File: src/rtl/ucnt_pkg.sv
package ucnt_pkg;

  typedef enum logic [2:0] {
    W_HI   = 3'd0,
    W_LO   = 3'd1,
    W_RUN  = 3'd3,
    W_MODE = 3'd4
  } word_e;

  // Counter value from a unit count: units weigh 2**sh.
  function automatic logic [63:0] scale_units(input logic [63:0] units, input int unsigned sh);
    return units << sh;
  endfunction

  function automatic logic [31:0] hi_word(input logic [63:0] v);
    return v[63:32];
  endfunction

  // Lower word with the sub-unit bits forced to zero.
  function automatic logic [31:0] lo_word(input logic [63:0] v, input int unsigned sh);
    return v[31:0] & ~((32'd1 << sh) - 32'd1);
  endfunction

endpackage

File: src/rtl/ucnt_mode_reg.sv
module ucnt_mode_reg #(
  parameter int N = 4
) (
  input  logic         clk,
  input  logic         rst_n,
  input  logic         wr_en,
  input  logic [N-1:0] wr_mask,
  output logic [N-1:0] mode_q,
  output logic [N-1:0] chg_pulse
);

  assign chg_pulse = wr_en ? (wr_mask ^ mode_q) : '0;

  always_ff @(posedge clk or negedge rst_n) begin
    if (!rst_n)     mode_q <= '0;
    else if (wr_en) mode_q <= wr_mask;
  end

endmodule

File: src/rtl/ucnt_core.sv
module ucnt_core
  import ucnt_pkg::*;
#(
  parameter int CNT_W = 54,
  parameter int SHIFT = 9
) (
  input  logic             clk,
  input  logic             rst_n,
  input  logic             tick,
  input  logic             user_mode,
  input  logic             mode_chg,
  input  logic             clr_req,
  input  logic             run_wr,
  input  logic             run_val,
  input  logic             snap_take,
  input  logic             snap_use,
  output logic [CNT_W-1:0] units,
  output logic [63:0]      value,
  output logic             running,
  output logic             snap_valid,
  output logic [31:0]      snap_lo,
  output logic             cnt_inc
);

  assign value   = scale_units(64'(units), SHIFT);
  assign cnt_inc = tick & running & user_mode & ~clr_req & ~mode_chg;

  always_ff @(posedge clk or negedge rst_n) begin
    if (!rst_n) begin
      units      <= '0;
      running    <= 1'b0;
      snap_valid <= 1'b0;
      snap_lo    <= '0;
    end else if (mode_chg) begin
      units      <= '0;
      running    <= 1'b1;
      snap_valid <= 1'b0;
    end else begin
      if (clr_req)      units <= '0;
      else if (cnt_inc) units <= units + 1'b1;
      if (run_wr) running <= run_val;
      if (clr_req) begin
        snap_valid <= 1'b0;
      end else if (snap_take) begin
        snap_valid <= 1'b1;
        snap_lo    <= lo_word(value, SHIFT);
      end else if (snap_use) begin
        snap_valid <= 1'b0;
      end
    end
  end

endmodule

File: src/rtl/ucnt_rsp.sv
module ucnt_rsp
  import ucnt_pkg::*;
#(
  parameter int N     = 4,
  parameter int IDX_W = 2,
  parameter int SHIFT = 9
) (
  input  logic                 clk,
  input  logic                 rst_n,
  input  logic                 req,
  input  logic                 we,
  input  logic                 sys,
  input  logic [IDX_W-1:0]     cpu,
  input  logic [2:0]           word,
  input  logic [N-1:0]         mode_q,
  input  logic [N-1:0][63:0]   values,
  input  logic [N-1:0][31:0]   snaps,
  input  logic [N-1:0]         snap_valid,
  input  logic [N-1:0]         running,
  output logic                 rsp_valid,
  output logic [31:0]          rsp_data
);

  logic [31:0] rd_mux;

  always_comb begin
    rd_mux = '0;
    if (!we) begin
      if (sys) begin
        if (word == W_MODE) rd_mux = 32'(mode_q);
      end else if (32'(cpu) < N) begin
        unique case (word)
          W_HI:  if (mode_q[cpu]) rd_mux = hi_word(values[cpu]);
          W_LO:  if (mode_q[cpu]) rd_mux = snap_valid[cpu] ? snaps[cpu]
                                                           : lo_word(values[cpu], SHIFT);
          W_RUN: rd_mux = {31'd0, running[cpu]};
          default: rd_mux = '0;
        endcase
      end
    end
  end

  always_ff @(posedge clk or negedge rst_n) begin
    if (!rst_n) begin
      rsp_valid <= 1'b0;
      rsp_data  <= '0;
    end else begin
      rsp_valid <= req;
      rsp_data  <= req ? rd_mux : '0;
    end
  end

endmodule

File: src/rtl/ucnt_array_top.sv
module ucnt_array_top
  import ucnt_pkg::*;
#(
  parameter int NUM_CPUS   = 4,
  parameter int VAL_W      = 63,
  parameter int UNIT_SHIFT = 9,
  localparam int CNT_W     = VAL_W - UNIT_SHIFT,
  localparam int CPU_IDX_W = (NUM_CPUS > 1) ? $clog2(NUM_CPUS) : 1
) (
  input  logic                 clk,
  input  logic                 rst_n,
  input  logic                 tick,
  input  logic                 bus_req,
  input  logic                 bus_we,
  input  logic                 bus_sys,
  input  logic [CPU_IDX_W-1:0] bus_cpu,
  input  logic [2:0]           bus_word,
  input  logic [31:0]          bus_wdata,
  output logic                 rsp_valid,
  output logic [31:0]          rsp_data,
  input  logic [NUM_CPUS-1:0]  lim_irq_in,
  output logic [NUM_CPUS-1:0]  irq_out,
  output logic [NUM_CPUS-1:0]  user_mode_o
);

  // Named internal events, also observed by the bound checker.
  logic                          mode_wr;
  logic [NUM_CPUS-1:0]           mode_q;
  logic [NUM_CPUS-1:0]           mode_chg;
  logic [NUM_CPUS-1:0]           clr_evt;
  logic [NUM_CPUS-1:0]           run_wr;
  logic [NUM_CPUS-1:0]           snap_take;
  logic [NUM_CPUS-1:0]           snap_use;
  logic [NUM_CPUS-1:0]           running;
  logic [NUM_CPUS-1:0]           snap_valid;
  logic [NUM_CPUS-1:0]           cnt_inc;
  logic [NUM_CPUS-1:0][CNT_W-1:0] units_all;
  logic [NUM_CPUS-1:0][63:0]     values;
  logic [NUM_CPUS-1:0][31:0]     snaps;

  assign mode_wr = bus_req & bus_we & bus_sys & (bus_word == W_MODE);

  ucnt_mode_reg #(.N(NUM_CPUS)) u_mode (
    .clk       (clk),
    .rst_n     (rst_n),
    .wr_en     (mode_wr),
    .wr_mask   (bus_wdata[NUM_CPUS-1:0]),
    .mode_q    (mode_q),
    .chg_pulse (mode_chg)
  );

  assign user_mode_o = mode_q;
  assign irq_out     = lim_irq_in & ~mode_q;

  for (genvar i = 0; i < NUM_CPUS; i++) begin : g_cpu
    logic sel;
    assign sel          = bus_req & ~bus_sys & (bus_cpu == CPU_IDX_W'(i)) & mode_q[i];
    assign clr_evt[i]   = sel & bus_we & ((bus_word == W_HI) | (bus_word == W_LO));
    assign run_wr[i]    = sel & bus_we & (bus_word == W_RUN);
    assign snap_take[i] = sel & ~bus_we & (bus_word == W_HI);
    assign snap_use[i]  = sel & ~bus_we & (bus_word == W_LO);

    ucnt_core #(.CNT_W(CNT_W), .SHIFT(UNIT_SHIFT)) u_core (
      .clk        (clk),
      .rst_n      (rst_n),
      .tick       (tick),
      .user_mode  (mode_q[i]),
      .mode_chg   (mode_chg[i]),
      .clr_req    (clr_evt[i]),
      .run_wr     (run_wr[i]),
      .run_val    (bus_wdata[0]),
      .snap_take  (snap_take[i]),
      .snap_use   (snap_use[i]),
      .units      (units_all[i]),
      .value      (values[i]),
      .running    (running[i]),
      .snap_valid (snap_valid[i]),
      .snap_lo    (snaps[i]),
      .cnt_inc    (cnt_inc[i])
    );
  end

  ucnt_rsp #(.N(NUM_CPUS), .IDX_W(CPU_IDX_W), .SHIFT(UNIT_SHIFT)) u_rsp (
    .clk        (clk),
    .rst_n      (rst_n),
    .req        (bus_req),
    .we         (bus_we),
    .sys        (bus_sys),
    .cpu        (bus_cpu),
    .word       (bus_word),
    .mode_q     (mode_q),
    .values     (values),
    .snaps      (snaps),
    .snap_valid (snap_valid),
    .running    (running),
    .rsp_valid  (rsp_valid),
    .rsp_data   (rsp_data)
  );

endmodule

File: config.mk
export PLATFORM = sky130hd
export DESIGN_NAME = ucnt_array_top
export DESIGN_NICKNAME = d
export VERILOG_FILES = /design/src/rtl/ucnt_pkg.sv /design/src/rtl/ucnt_mode_reg.sv /design/src/rtl/ucnt_core.sv /design/src/rtl/ucnt_rsp.sv /design/src/rtl/ucnt_array_top.sv
export SDC_FILE = /design/constraint.sdc
export NUM_CORES = 1
export LEC_CHECK = 0
export ABC_CLOCK_PERIOD_IN_PS = 2970
export BUFFER_PORTS_ARGS = -buffer_cell sky130_fd_sc_hd__buf_2
export CAP_MARGIN = 20
export CORE_UTILIZATION = 37
export CTS_CLUSTER_DIAMETER = 80
export DETAILED_ROUTE_END_ITERATION = 8
export PLACE_DENSITY = 0.61
export SLEW_MARGIN = 20
export SYNTH_ARGS = -nofsm -noshare
export SYNTH_HDL_FRONTEND = slang
export SYNTH_SLANG_ARGS = --single-unit
File: constraint.sdc
create_clock -name clk -period 2.97 [get_ports clk]
set_input_delay 0.4455 -clock clk [delete_from_list [all_inputs] [get_ports clk]]
set_output_delay 0.4455 -clock clk [all_outputs]
set_load 0.01 [all_outputs]
**Yosys cells after proc, flatten, opt, wreduce, memory -nomap -nowiden**

Index checks and enable logic that the tools add are counted.

- Bits in registers: 353
- Logic and storage cells: 169

- Add/subtract/negate cells: 4
- Order comparisons: 1
- Equality and inequality tests: 6
- Mux-type cells: 55
- Bitwise logic cells: 66
- Reductions and logical operators: 18

Operators by type and width:

| operator | count |
|---|---|
| $mux W54 | 12 |
| $mux W32 | 7 |
| $add A54 B1 Y54 const B | 4 |
| $bmux W64 S2 | 1 |
| $pmux W32 S3 | 1 |
| $bmux W32 S2 | 1 |
| $mux W64 | 1 |
| $and A1 B1 Y1 | 52 |
| $mux W1 | 27 |
| $reduce_bool A4 Y1 | 4 |
| $reduce_and A3 Y1 | 4 |
| $reduce_bool A3 Y1 | 4 |
| $not A1 Y1 | 10 |
| $mux W4 | 2 |
| $reduce_bool A2 Y1 | 4 |
| $bmux W1 S2 | 3 |
| $and A4 B4 Y4 | 1 |
| $eq A2 B2 Y1 const B | 2 |
| $not A4 Y4 | 1 |
| $xor A4 B4 Y4 | 1 |
| $eq A3 B1 Y1 const B | 1 |
| $eq A3 B2 Y1 const B | 1 |
| $eq A3 B3 Y1 const B | 1 |
| $logic_not A3 Y1 | 1 |
| 4 further kinds | 4 |

**Depth between registers and ports, before layout**

Gate-level depths: netlist of run 1.

- Depth after elaboration: 12
- Gate-level depth with buffers: 9
- Mapped depth without buffers: 6

**By module**

Synthesis of run 1 repeated with hierarchy kept, for this count alone.

- Cell total of the unflattened synthesis: 2121
- Area total of the unflattened synthesis: 21690.8 sq um

By module, submodules not included:

| module | instances | cells each | area each (sq um) | seq. area each (sq um) |
|---|---|---|---|---|
| ucnt_core | 4 | 430 | 4329.2 | 1976.9 |
| ucnt_rsp | 1 | 351 | 3937.5 | 825.8 |
| ucnt_mode_reg | 1 | 17 | 236.5 | 100.1 |
| ucnt_array_top | 1 | 33 | 200.2 | 0.0 |

**Worst setup path before layout of run 1**

Ideal clock, no wire load.

- Path kind: input -> register
- Start point: input port bus_cpu[0]
- End point: register u_rsp.rsp_data[15]
- Arrival time: 2162 ps
- Setup slack: 669 ps
- Stages: 6
- Buffers on the path: 3
- Path through: buf_2 > clkbuf_1 > buf_1 > mux4_2 > mux2i_1 > o22ai_1

- Word-level cells in the longest chain between the ends: 8
- Elaborated cells on any way between the ends: 15

Ends and longest elaborated chain:

| what | RTL line | source |
|---|---|---|
| start: declaration | ucnt_array_top.sv:16 | `input logic [CPU_IDX_W-1:0] bus_cpu,` |
| $bmux W64 S2 (tied with other cells) | ucnt_rsp.sv:33, ucnt_rsp.sv:35 |  |
| $mux W64 (not written as such) (tied with other cells) | ucnt_rsp.sv:35 | `: lo_word(values[cpu], SHIFT);` |
| $mux W32 (2 in series) | ucnt_rsp.sv:34 | `W_LO: if (mode_q[cpu]) rd_mux = snap_valid[cpu] ? snaps[cpu]` |
| $pmux W32 S3 (*) | ucnt_rsp.sv:32 | `unique case (word)` |
| $mux W32 (*) | ucnt_rsp.sv:29 | `if (sys) begin` |
| $mux W32 (*) | ucnt_rsp.sv:28 | `if (!we) begin` |
| $mux W32 (*) | ucnt_rsp.sv:49 | `rsp_data <= req ? rd_mux : '0;` |
| end signal: assignment | ucnt_rsp.sv:49 |  |
| end: declaration | ucnt_rsp.sv:21 | `output logic [31:0] rsp_data` |

Every way passes the cells marked *; elsewhere a longest branch is shown, timed or not. The select of a mux whose other input is x is not followed.
A chain may end at the register's enable or synchronous reset.

**Worst setup path in the final report of run 1**

- Start point: register u_mode.mode_q[1]
- End point: register g_cpu[1].u_core.units[45]

- Word-level cells in the longest chain between the ends: 7
- Elaborated cells on any way between the ends: 13

Ends and longest elaborated chain:

| what | RTL line | source |
|---|---|---|
| start: declaration | ucnt_mode_reg.sv:8 | `output logic [N-1:0] mode_q,` |
| start signal: assignment | ucnt_mode_reg.sv:16 | `else if (wr_en) mode_q <= wr_mask;` |
| $and A1 B1 Y1 | ucnt_array_top.sv:57 | `assign sel = bus_req & ~bus_sys & (bus_cpu == CPU_IDX_W'(i)) & mode_q[i];` |
| $and A1 B1 Y1 (2 in series) | ucnt_array_top.sv:58 | `assign clr_evt[i] = sel & bus_we & ((bus_word == W_HI) \| (bus_word == W_LO));` |
| $not A1 Y1 | ucnt_core.sv:26 | `assign cnt_inc = tick & running & user_mode & ~clr_req & ~mode_chg;` |
| $and A1 B1 Y1 (2 in series) | ucnt_core.sv:26 |  |
| $reduce_bool A3 Y1 (no line) | - |  |
| end signal: assignment | ucnt_core.sv:40 | `else if (cnt_inc) units <= units + 1'b1;` |
| end: declaration | ucnt_core.sv:17 | `output logic [CNT_W-1:0] units,` |

Several ways; a longest one is shown, not always the timed one.

==> impl_metrics.py, run 1 <==
metrics = {
    "drt": {
        "wl_per_cell_um": 22.7,
        "top_layer_used": "met4",
        "wl_met3_um": 4310,
        "drt_first_iter_violations": 1491,
        "drt-total-wl_um": 58100,
        "detail-route-antenna-nets": 0,
        "drtPass1Iterations": 5,
        "drt-vias-per-instance": 5.98,
        "wl_met1_um": 24900,
        "vias": 15300,
        "drc": 0,
        "wl_met2_um": 26200,
    },
    "clock_tree": {
        "clock_path_buffers": 3,
        "cts_tree": "yes",
        "postCtsSetupRepairBufs": 0,
        "clkLatencyLatePin_ns": 0.56,
        "cts_buffers": 40,
        "cts.repair.resized": 0,
        "path_clk_slew_ns": 0.06,
        "cts-root-buf": "clkbuf_16",
        "clkSinkCount": 353,
        "h-tree-depth": 2,
    },
    "min_path": {
        "min_to": "u_rsp.rsp_valid$_DFF_PN0_",
        "hold_path_class": "input pin to flip-flop",
        "whs_path_depth": 1,
        "hp-start": "bus_req",
    },
    "final_layout": {
        "diodes": 0,
        "nNetsFinal": 1915,
        "n_fill_cell": 4762,
        "fin_area_mm2": 0.0217,
        "synthToLayoutAreaGrowth_pct": 14.7,
        "drive_gt1_frac": 0.217,
    },
    "logic_synthesis": {
        "synth_nets": 1819,
        "synth_edf_count": 0,
        "seq_area_frac_synth": 0.468,
        "synth_cell_types": 64,
        "synth_common_cells": "dfrtp_1, nor2_1, nand2_1",
        "yosysTopAreaCellShare": 0.468,
        "syn_avg_cell_area_um2": 10.7,
        "synth.largest_area_cell": "dfrtp_1",
        "synth.area.top_cells": "dfrtp_1, mux4_2, mux2_2, a21oi_1, xor2_1",
        "syn_area_mm2": 0.0189,
        "ys_ff_latch": 353,
        "yosys_warnings": 0,
        "synthFlopType": "dfrtp_1",
        "yosysMostFrequentCell": "dfrtp_1",
        "synth_cells": 1768,
        "async_flop_share": 1.00,
    },
    "worst_setup_path": {
        "path_class": "flip-flop to flip-flop",
        "regToRegSetupSlack_ns": 0.44,
        "start_kind": "flip-flop",
        "critPathSlowestCell": "or4_1",
        "reg2reg_depth": 6,
        "max_stage_delay_ns": 0.64,
        "critPathBufInv": 1,
        "cp_max_fo": 12,
        "path_cells": "nand3_1, buf_4, nor2_1, nand3_1, or4_1, a21oi_1",
        "cp_common_cell": "nand3_1",
        "reg2reg_to": "g_cpu[1].u_core.units[45]$_DFFE_PN0P_",
        "r2r-start": "u_mode.mode_q[1]$_DFFE_PN0N_",
        "worst_ep_required_time_ns": 3.45,
        "cp_top_family": "simple AND/OR/NAND/NOR gates",
        "end_kind": "flip-flop",
        "arrival_ns": 3.01,
    },
    "die": {
        "ioPinCount": 88,
        "initial_core_util": 0.376,
        "row_count": 82,
        "coreArea_mm2": 0.0503,
        "die_w_um": 228,
        "fp.dieArea_mm2": 0.0520,
        "dieHeight_um": 228,
    },
    "placed_design": {
        "port_buffers": 59,
        "dp_hpwl_um": 41900,
        "gp_congestion": 0.930,
        "post_dp_cell_area_mm2": 0.0205,
    },
    "sta": {
        "tightest_slew_ns": 1.05,
        "max_freq_mhz": 395,
        "post-route-period-util": 0.851,
        "rsz0062_at_grt": "no",
        "fin_setup_tns_ns": 0,
        "period_needed_ns": 2.53,
        "hold-worst-slack_ns": 0.0512,
        "relSlewSlack": 0.297,
        "fin_skew_ns": 0.0117,
        "slew_violations": 0,
        "hold_viol": 0,
        "setup_violations": 0,
    },
    "power_and_ir_drop": {
        "p_leak_nw": 9.09,
        "pwr_density_cell_mw_per_mm2": 484,
        "vdd_drop_max_mv": 0.351,
    },
    "global_route": {
        "grt_pass1_vias": 15000,
        "grt_max_degree": 83,
        "track_usage": 0.226,
        "grt_pass1_wl_um": 90900,
        "antenna_found_initial": 0,
        "grt-ovfl-total": 0,
    },
    "run": {
        "cap_violations": 0,
    },
    "outcome": {
        "status": "completed",
    },
}
worst register-to-register path: stages, from the launching register on:
cell and delay, ns:
dfrtp_1 0.62, nand3_1 0.20, buf_4 0.23, nor2_1 0.15, nand3_1 0.47, or4_1 0.64
a21oi_1 0.15
cell families after synthesis:
group	synth area share
flip-flops	0.468
AO/OA/AOI/OAI	0.0881
adder cells (fa/ha/maj)	0.00265
XOR/XNOR	0.0464
AND/OR/NAND/NOR	0.200
multiplexers	0.162
buffers and inverters	0.0335
routing by layer:
layer | GRT usage | vias to the layer above
li1 | - | 6799
met4 | 0.102 | 0
met3 | 0.0435 | 116
met1 | 0.310 | 7840
met5 | 0 | -
met2 | 0.346 | 580
flip-flops by register name (all words and copies together), names as in the netlist:
| name | flops |
|---|---|
| g_cpu.u_core.running | 4 |
| g_cpu.u_core.snap_lo | 92 |
| g_cpu.u_core.snap_valid | 4 |
| g_cpu.u_core.units | 216 |
| u_mode.mode_q | 4 |
| u_rsp.rsp_data | 32 |
| u_rsp.rsp_valid | 1 |
worst max path at each step:
stage / startpoint / to / slack [ns] / cells past startpoint
floorplan: bus_cpu[0] / u_rsp.rsp_data[15]$_DFF_PN0_ / 0.67 / 6
global placement: tick / g_cpu[2].u_core.units[49]$_DFFE_PN0P_ / 0.40 / 7
detailed placement: tick / g_cpu[2].u_core.units[49]$_DFFE_PN0P_ / 0.37 / 7
CTS: u_mode.mode_q[1]$_DFFE_PN0N_ / g_cpu[1].u_core.units[49]$_DFFE_PN0P_ / 0.46 / 6
global route: u_mode.mode_q[1]$_DFFE_PN0N_ / g_cpu[1].u_core.units[45]$_DFFE_PN0P_ / 0.21 / 6
finish: u_mode.mode_q[1]$_DFFE_PN0N_ / g_cpu[1].u_core.units[45]$_DFFE_PN0P_ / 0.44 / 6
power breakdown:
| part | switching [W] | internal [W] |
|---|---|---|
| logic | 0.000442 | 0.000296 |
| registers | 0.000167 | 0.00491 |
| clock network | 0.00200 | 0.00269 |
| total | 0.00261 | 0.00790 |
layout make-up:
class,instances,area (um2),share of cell area
clock buffer,62,1160,0.0537
inverter,48,180,0.00831
sequential,353,8830,0.407
multi-input combinational,1267,9480,0.437
timing repair buffer,154,1140,0.0527
clock inverter,7,37.5,0.00173
tap,672,841,0.0388
placed cells by master (no fill, tap or decap), types with 13 or more instances in the layout:
cell type / count
or3_1: 49
mux2_2: 87
nand3_1: 94
a21oi_1: 118
xor2_1: 68
nor2_1: 142
dfrtp_1: 353
inv_1: 48
nor4_1: 19
and4_1: 13
o31ai_1: 53
o22ai_1: 22
clkbuf_16: 41
o21ai_0: 68
mux2i_1: 28
mux4_2: 79
nand2_1: 120
buf_2: 56
and3_1: 32
xnor2_1: 32
buf_4: 86
or4_1: 56
nand4_1: 75
nor3_1: 21
clkbuf_1: 15
metrics by stage:
stage	setup slack [ns]	total power [W]	utilization	std cells
floorplan	0.669	0.00554	-	1768
global placement	0.396	0.00588	0.407	2493
CTS	0.462	0.0106	0.431	2563
global route	0.207	0.0109	0.431	2563
finish	0.441	0.0105	0.431	2563
detailed placement	0.369	0.00590	0.407	2493
repair_timing:
action	in CTS	in global routing
hold buffers	1	0
endpoints found under the setup margin	0	0
endpoints found under the hold margin	76	0
Note: power is estimated with default switching activity, not from simulation.
==> inputs of run 2 (changes only) <==
--- a/config.mk
+++ b/config.mk
@@ -5,13 +5,14 @@
 export SDC_FILE = /design/constraint.sdc
 export NUM_CORES = 1
 export LEC_CHECK = 0
+export ABC_AREA = 1
 export ABC_CLOCK_PERIOD_IN_PS = 2970
 export BUFFER_PORTS_ARGS = -buffer_cell sky130_fd_sc_hd__buf_2
 export CAP_MARGIN = 20
 export CORE_UTILIZATION = 37
 export CTS_CLUSTER_DIAMETER = 80
 export DETAILED_ROUTE_END_ITERATION = 8
-export PLACE_DENSITY = 0.61
+export PLACE_DENSITY = 0.6
 export SLEW_MARGIN = 20
 export SYNTH_ARGS = -nofsm -noshare
 export SYNTH_HDL_FRONTEND = slang
==> run 2 against run 1 <==
Effect of this change: fmax is 6.9% higher; count of clock-buffer cells in the layout is 1 lower; critical path depth increased by 3; final cell count is 45% higher; register-to-register slack better by 0.16 ns; design area is 6.9% higher; synthesized cell count up 66%; utilization down 0.31 points; sequential share of layout area decreased by 2.6 points; largest power group unchanged.
==> impl_metrics.py, run 2 <==
metrics = {
    "sta": {
        "setup_violations": 0,
        "post-route-period-util": 0.797,
        "setup_ws_ns": 0.604,
        "hold_viol": 0,
        "max_freq_mhz": 423,
        "rsz0062_at_grt": "no",
        "fin_skew_ns": 0.0164,
        "relSlewSlack": 0.362,
        "slew_violations": 0,
        "tightest_slew_ns": 0.957,
        "period_needed_ns": 2.37,
        "fin_setup_tns_ns": 0,
    },
    "outcome": {
        "status": "completed",
    },
    "worst_setup_path": {
        "arrival_ns": 2.82,
        "path_class": "flip-flop to flip-flop",
        "regToRegSetupSlack_ns": 0.60,
        "end_kind": "flip-flop",
        "critPathSlowestCell": "dfrtp_1",
        "start_kind": "flip-flop",
        "worst_ep_required_time_ns": 3.43,
        "cp_max_fo": 10,
        "max_stage_delay_ns": 0.56,
        "path_cells": "nand3_4, inv_2, nand3_2, nor2_2, nand2_1, nor2_1, nand2_1, o21ai_0, nor2_1",
    },
    "logic_synthesis": {
        "synthFlopType": "dfrtp_1",
        "synth_cell_types": 49,
        "syn_avg_cell_area_um2": 6.97,
        "synth_edf_count": 0,
        "seq_area_frac_synth": 0.433,
        "synth.largest_area_cell": "dfrtp_1",
        "yosysTopAreaCellShare": 0.433,
        "yosys_warnings": 0,
        "synth.area.top_cells": "dfrtp_1, nand2_1, nor2_1, inv_1, o21ai_0",
        "yosysMostFrequentCell": "nand2_1",
        "syn_area_mm2": 0.0204,
        "synth_cells": 2928,
        "ys_ff_latch": 353,
        "async_flop_share": 1.00,
        "synth_common_cells": "nand2_1, nor2_1, inv_1",
        "synth_nets": 2979,
    },
    "placed_design": {
        "pre_cts_ws_ns": 0.465,
        "dp.cells": 3635,
        "port_buffers": 59,
        "gp_congestion": 0.955,
        "dp_hpwl_um": 58400,
        "post_dp_cell_area_mm2": 0.0216,
    },
    "power_and_ir_drop": {
        "vdd_drop_max_mv": 0.368,
        "intPower_w": 0.00969,
        "p_sw_w": 0.00494,
        "combinationalPowerShare": 0.190,
        "p_leak_nw": 11.1,
        "swShare": 0.338,
        "pwr_density_cell_mw_per_mm2": 631,
        "pwr-share-seq": 0.413,
        "power_frac_clock": 0.398,
    },
    "clock_tree": {
        "cts.repair.resized": 0,
        "clkSinkCount": 353,
        "cts-root-buf": "clkbuf_16",
        "path_clk_slew_ns": 0.06,
        "cts_buffers": 44,
        "clkLatencyLatePin_ns": 0.58,
        "h-tree-depth": 2,
        "cts_tree": "yes",
        "clock_path_buffers": 3,
    },
    "global_route": {
        "grt_pass1_vias": 19400,
        "grt_max_degree": 70,
        "grt-ovfl-total": 0,
        "grt_pass1_wl_um": 119000,
        "antenna_found_initial": 2,
        "track_usage": 0.278,
    },
    "drt": {
        "drt-vias-per-instance": 5.53,
        "drt-total-wl_um": 77400,
        "drc": 0,
        "drt_first_iter_violations": 2011,
        "drtPass1Iterations": 6,
        "vias": 20500,
        "wl_per_cell_um": 20.8,
        "detail-route-antenna-nets": 0,
    },
    "final_layout": {
        "diodes": 0,
        "fin_area_mm2": 0.0232,
        "stdcell_count": 3715,
        "largest_reg_flops": 216,
        "synthToLayoutAreaGrowth_pct": 13.6,
        "final_cell_mix": "nand2_1, nor2_1, inv_1, dfrtp_1, o21ai_0",
        "regMostFlops": "g_cpu.u_core.units",
        "top_regs": "g_cpu.u_core.units: 216 flops, g_cpu.u_core.snap_lo: 92 flops, u_rsp.rsp_data: 32 flops",
        "final_common_cell": "nand2_1",
        "utilization": 0.428,
        "nNetsFinal": 3037,
        "drive_gt1_frac": 0.0792,
    },
    "die": {
        "fp.dieArea_mm2": 0.0561,
        "die_w_um": 237,
        "row_count": 85,
        "initial_core_util": 0.377,
        "coreArea_mm2": 0.0541,
        "ioPinCount": 88,
        "dieHeight_um": 237,
    },
    "run": {
        "cap_violations": 0,
    },
    "min_path": {
        "hold_path_class": "input pin to flip-flop",
    },
}
## run 2: cell count changes in the layout (fill, tap and decap cells not counted), sizes merged, moves of 70 or more
| cell | before | now |
|---|---|---|
| inv | 48 | 373 |
| mux2 | 87 | 5 |
| mux4 | 80 | 0 |
| nand2 | 120 | 751 |
| nand3 | 96 | 188 |
| nor2 | 143 | 469 |
| nor3 | 21 | 91 |
| o21ai | 71 | 213 |
## run 2: worst max-delay path: cells and delay by family (launching register included)
family / cells / cell delay, ns
simple gates: 7 / 1.24
flops: 1 / 0.56
buf+inv: 1 / 0.26
compound gates: 1 / 0.17
## run 2: per-layer routing
metal / track usage / share of wire
met3: 0.0427 / 0.076
met1: 0.388 / 0.44
met4: 0.124 / 0.045
met2: 0.425 / 0.43
met5: 0 / 0.00017
## run 2: power by group through the flow
stage	logic, W	clock network, W	registers [W]
finish	0.00277	0.00581	0.00604
detailed placement	0.00272	0	0.00609
global route	0.00308	0.00609	0.00611
CTS	0.00274	0.00592	0.00602
global placement	0.00267	0	0.00608
floorplan	0.00174	0	0.00588
## run 2: area by class of cell
cell class | instances | area, um2
timing repair buffer | 110 | 791
fill | 5589 | 31000
clock buffer | 61 | 1320
tap | 696 | 871
sequential | 353 | 8830
clock inverter | 18 | 243
inverter | 371 | 1400
multi-input combinational | 2106 | 9730
## run 2: timing repair
item                                    CTS  global route
hold endpoints to repair                 43             0
buffers inserted                          0             0
hold buffers                              1             0
endpoints found under the setup margin    0             0
## run 2: path summary, 6_finish.rpt
| path | cells after the start | start | endpoint |
|---|---|---|---|
| worst max-delay path | 9 | u_mode.mode_q[2]$_DFFE_PN0N_ | g_cpu[2].u_core.units[31]$_DFFE_PN0P_ |
| worst min-delay path | 1 | bus_req | u_rsp.rsp_valid$_DFF_PN0_ |
| worst max register to register | 9 | u_mode.mode_q[2]$_DFFE_PN0N_ | g_cpu[2].u_core.units[31]$_DFFE_PN0P_ |
| worst min register to register | 2 | g_cpu[0].u_core.snap_lo[20]$_DFFE_PN0P_ | g_cpu[0].u_core.snap_lo[20]$_DFFE_PN0P_ |
| max in group asynchronous | 3 | rst_n | g_cpu[0].u_core.units[43]$_DFFE_PN0P_ |
| min in group asynchronous | 2 | rst_n | u_rsp.rsp_valid$_DFF_PN0_ |
## run 2: kinds of logic after synthesis
logic type	share of synthesized area
and+or+nand+nor	0.335
AOI/OAI and AO/OA	0.130
DFF	0.433
buffers and inverters	0.0908
muxes	0.00276
adders and majority gates	0.00245
xor gates and xnor gates	0.00644
## run 2: metrics by stage
stage | total power (W) | hold slack, ns
floorplan | 0.00761 | 0.150
global placement | 0.00875 | 0.396
detailed placement | 0.00882 | 0.406
CTS | 0.0147 | 0.0120
global route | 0.0153 | 0.0483
finish | 0.0146 | 0.0290
==> inputs of run 3 (changes only) <==
--- a/config.mk
+++ b/config.mk
@@ -6,13 +6,13 @@
 export NUM_CORES = 1
 export LEC_CHECK = 0
 export ABC_AREA = 1
-export ABC_CLOCK_PERIOD_IN_PS = 2970
+export ABC_CLOCK_PERIOD_IN_PS = 1900
 export BUFFER_PORTS_ARGS = -buffer_cell sky130_fd_sc_hd__buf_2
 export CAP_MARGIN = 20
 export CORE_UTILIZATION = 37
 export CTS_CLUSTER_DIAMETER = 80
 export DETAILED_ROUTE_END_ITERATION = 8
-export PLACE_DENSITY = 0.6
+export PLACE_DENSITY = 0.62
 export SLEW_MARGIN = 20
 export SYNTH_ARGS = -nofsm -noshare
 export SYNTH_HDL_FRONTEND = slang
==> constraint.sdc (replaced) <==
create_clock -name clk -period 1.9 [get_ports clk]
set_input_delay 0.285 -clock clk [delete_from_list [all_inputs] [get_ports clk]]
set_output_delay 0.285 -clock clk [all_outputs]
set_load 0.01 [all_outputs]
==> run 3 against run 2 <==
Effect of this change: register-to-register slack worse by 0.52 ns; largest power group unchanged; non-clock buffer count is 225 higher; sequential power is 56% higher; wire length is 0.31% lower; final cell count is 6.0% higher; design area is 9.6% higher; die area stayed put; first-iteration DRC count is 5.7% higher; utilization is 4.1 points higher; combinational power is 86% higher.
==> impl_metrics.py, run 3 (synthesis results as in run 2) <==
metrics = {
    "worst_setup_path": {
        "reg2reg_depth": 10,
        "r2r-start": "u_mode.mode_q[2]$_DFFE_PN0N_",
        "path_cells": "buf_4, buf_4, nor2_1, buf_2",
        "crit_cells": 4,
        "cp_max_fo": 5,
        "critPathBufInv": 3,
        "regToRegSetupSlack_ns": 0.08,
        "end_kind": "primary output",
        "arrival_ns": 1.54,
        "endpoint": "irq_out[2]",
        "reg2reg_to": "g_cpu[2].u_core.units[35]$_DFFE_PN0P_",
        "cp_common_cell": "buf_4",
        "crit_start": "u_mode.mode_q[2]$_DFFE_PN0N_",
        "critPathSlowestCell": "dfrtp_2",
        "path_class": "flip-flop to primary output",
        "worst_ep_required_time_ns": 1.62,
        "max_stage_delay_ns": 0.46,
        "start_kind": "flip-flop",
        "cp_top_family": "flip-flops",
    },
    "final_layout": {
        "top_regs": "g_cpu.u_core.units: 216 flops, g_cpu.u_core.snap_lo: 92 flops, u_rsp.rsp_data: 32 flops",
        "final_common_cell": "nand2_1",
        "diodes": 0,
        "utilization": 0.469,
        "n_fill_cell": 5432,
        "nNetsFinal": 3261,
        "fin_area_mm2": 0.0254,
        "drive_gt1_frac": 0.163,
        "largest_reg_flops": 216,
        "final_cell_mix": "nand2_1, nor2_1, inv_1, dfrtp_1, buf_4",
        "synthToLayoutAreaGrowth_pct": 24.5,
        "regMostFlops": "g_cpu.u_core.units",
    },
    "clock_tree": {
        "clock_path_buffers": 3,
        "h-tree-depth": 2,
        "cts_tree": "yes",
        "clkLatencyLatePin_ns": 0.59,
        "clkSinkCount": 353,
        "path_clk_slew_ns": 0.06,
        "cts-root-buf": "clkbuf_16",
        "cts_buffers": 43,
    },
    "min_path": {
        "hold_path_class": "input pin to flip-flop",
    },
    "die": {
        "row_count": 85,
        "initial_core_util": 0.377,
        "die_w_um": 237,
        "dieHeight_um": 237,
        "fp.dieArea_mm2": 0.0561,
        "coreArea_mm2": 0.0541,
        "ioPinCount": 88,
    },
    "sta": {
        "max_freq_mhz": 548,
        "relSlewSlack": 0.549,
        "period_needed_ns": 1.83,
        "setup_violations": 0,
        "setup_ws_ns": 0.0741,
        "hold_viol": 0,
        "slew_violations": 0,
        "tightest_slew_ns": 0.670,
        "fin_skew_ns": 0.0313,
        "rsz0062_at_grt": "yes",
        "post-route-period-util": 0.961,
    },
    "placed_design": {
        "port_buffers": 59,
        "dp_hpwl_um": 60200,
        "pre_cts_ws_ns": -0.159,
        "post_dp_cell_area_mm2": 0.0234,
        "gp_congestion": 1.02,
    },
    "global_route": {
        "grt-ovfl-total": 0,
        "grt_max_degree": 81,
        "grt_pass1_vias": 19800,
        "track_usage": 0.276,
        "antenna_found_initial": 2,
        "grt_pass1_wl_um": 118000,
    },
    "outcome": {
        "status": "completed",
    },
    "power_and_ir_drop": {
        "pwr_density_cell_mw_per_mm2": 913,
        "vdd_drop_max_mv": 0.577,
        "p_leak_nw": 12.3,
        "finalPower_w": 0.0232,
    },
    "drt": {
        "drtPass1Iterations": 5,
        "wl_per_cell_um": 19.6,
        "drt-vias-per-instance": 5.37,
        "drt_first_iter_violations": 2126,
        "drt-total-wl_um": 77200,
        "detail-route-antenna-nets": 0,
        "vias": 21200,
        "drc": 0,
    },
    "run": {
        "cap_violations": 0,
    },
}
run 3: cell types whose count changed in the layout (fill, tap and decap cells not counted), sizes merged:
cell         previous run  this run
clkbuf                 61        58
buf                   109       329
clkinvlp                1         4
dlygate4sd3             1         6
bufinv                  5         3
clkinv                 10        12
inv                   373       372
run 3: through the flow:
stage / hold WS, ns / cells / TNS [ns]
final: 0.0848 / 3939 / 0
after global routing: 0.0931 / 3939 / -0.337
after CTS: 0.0593 / 3929 / 0
after detailed placement: 0.173 / 3844 / -2.86
after global placement: 0.178 / 3844 / -1.46
after floorplan: -0.0106 / 2928 / 0
run 3: how the worst min path moves through the flow:
stage            start                                    end  slack [ns]  cells after the start
3_3_place_gp     rst_n  g_cpu[1].u_core.units[38]$_DFFE_PN0P_        0.18                      1
3_5_place_dp     rst_n  g_cpu[0].u_core.units[45]$_DFFE_PN0P_        0.17                      1
2_1_floorplan    rst_n    g_cpu[0].u_core.running$_DFFE_PN0P_       -0.01                      0
5_1_grt        bus_sys            u_rsp.rsp_data[0]$_DFF_PN0_        0.09                      4
4_1_cts        bus_sys            u_rsp.rsp_data[0]$_DFF_PN0_        0.06                      4
6_report       bus_sys            u_rsp.rsp_data[0]$_DFF_PN0_        0.08                      4
run 3: area by class of cell:
| type | instances | area [um2] | share of cell area |
|---|---|---|---|
| tap | 696 | 871 | 0.0343 |
| timing repair buffer | 335 | 2760 | 0.108 |
| sequential | 353 | 8840 | 0.348 |
| multi-input combinational | 2106 | 10100 | 0.396 |
| clock inverter | 20 | 204 | 0.00803 |
| clock buffer | 58 | 1260 | 0.0498 |
| inverter | 371 | 1400 | 0.0549 |
run 3: what timing repair did:
item                       CTS  global route
buffers inserted             1            10
gates resized for setup      4            94
setup endpoints to repair    8           101
hold endpoints to repair   235             0
hold buffers                 6             0
pin swaps                    1            19
run 3: tightest hold or removal path, cell delays in order:
cell	delay [ns]
buf_2	0.10
buf_4	0.11
nor2_1	0.04
nor2_1	0.09
run 3: where the power goes:
group	leakage [nW]	total, W	switching (W)	internal (W)
Clock	0.723	0.00861	0.00352	0.00508
Sequential	4.48	0.00942	0.000984	0.00844
Combinational	7.13	0.00514	0.00341	0.00173
run 3: routing by layer:
metal / GRT usage / vias up / share of wire
li1: - / 10100 / -
met1: 0.393 / 9965 / 0.44
met2: 0.406 / 896 / 0.42
met3: 0.0470 / 158 / 0.087
met4: 0.130 / 2 / 0.049
met5: 0 / - / 0.00014
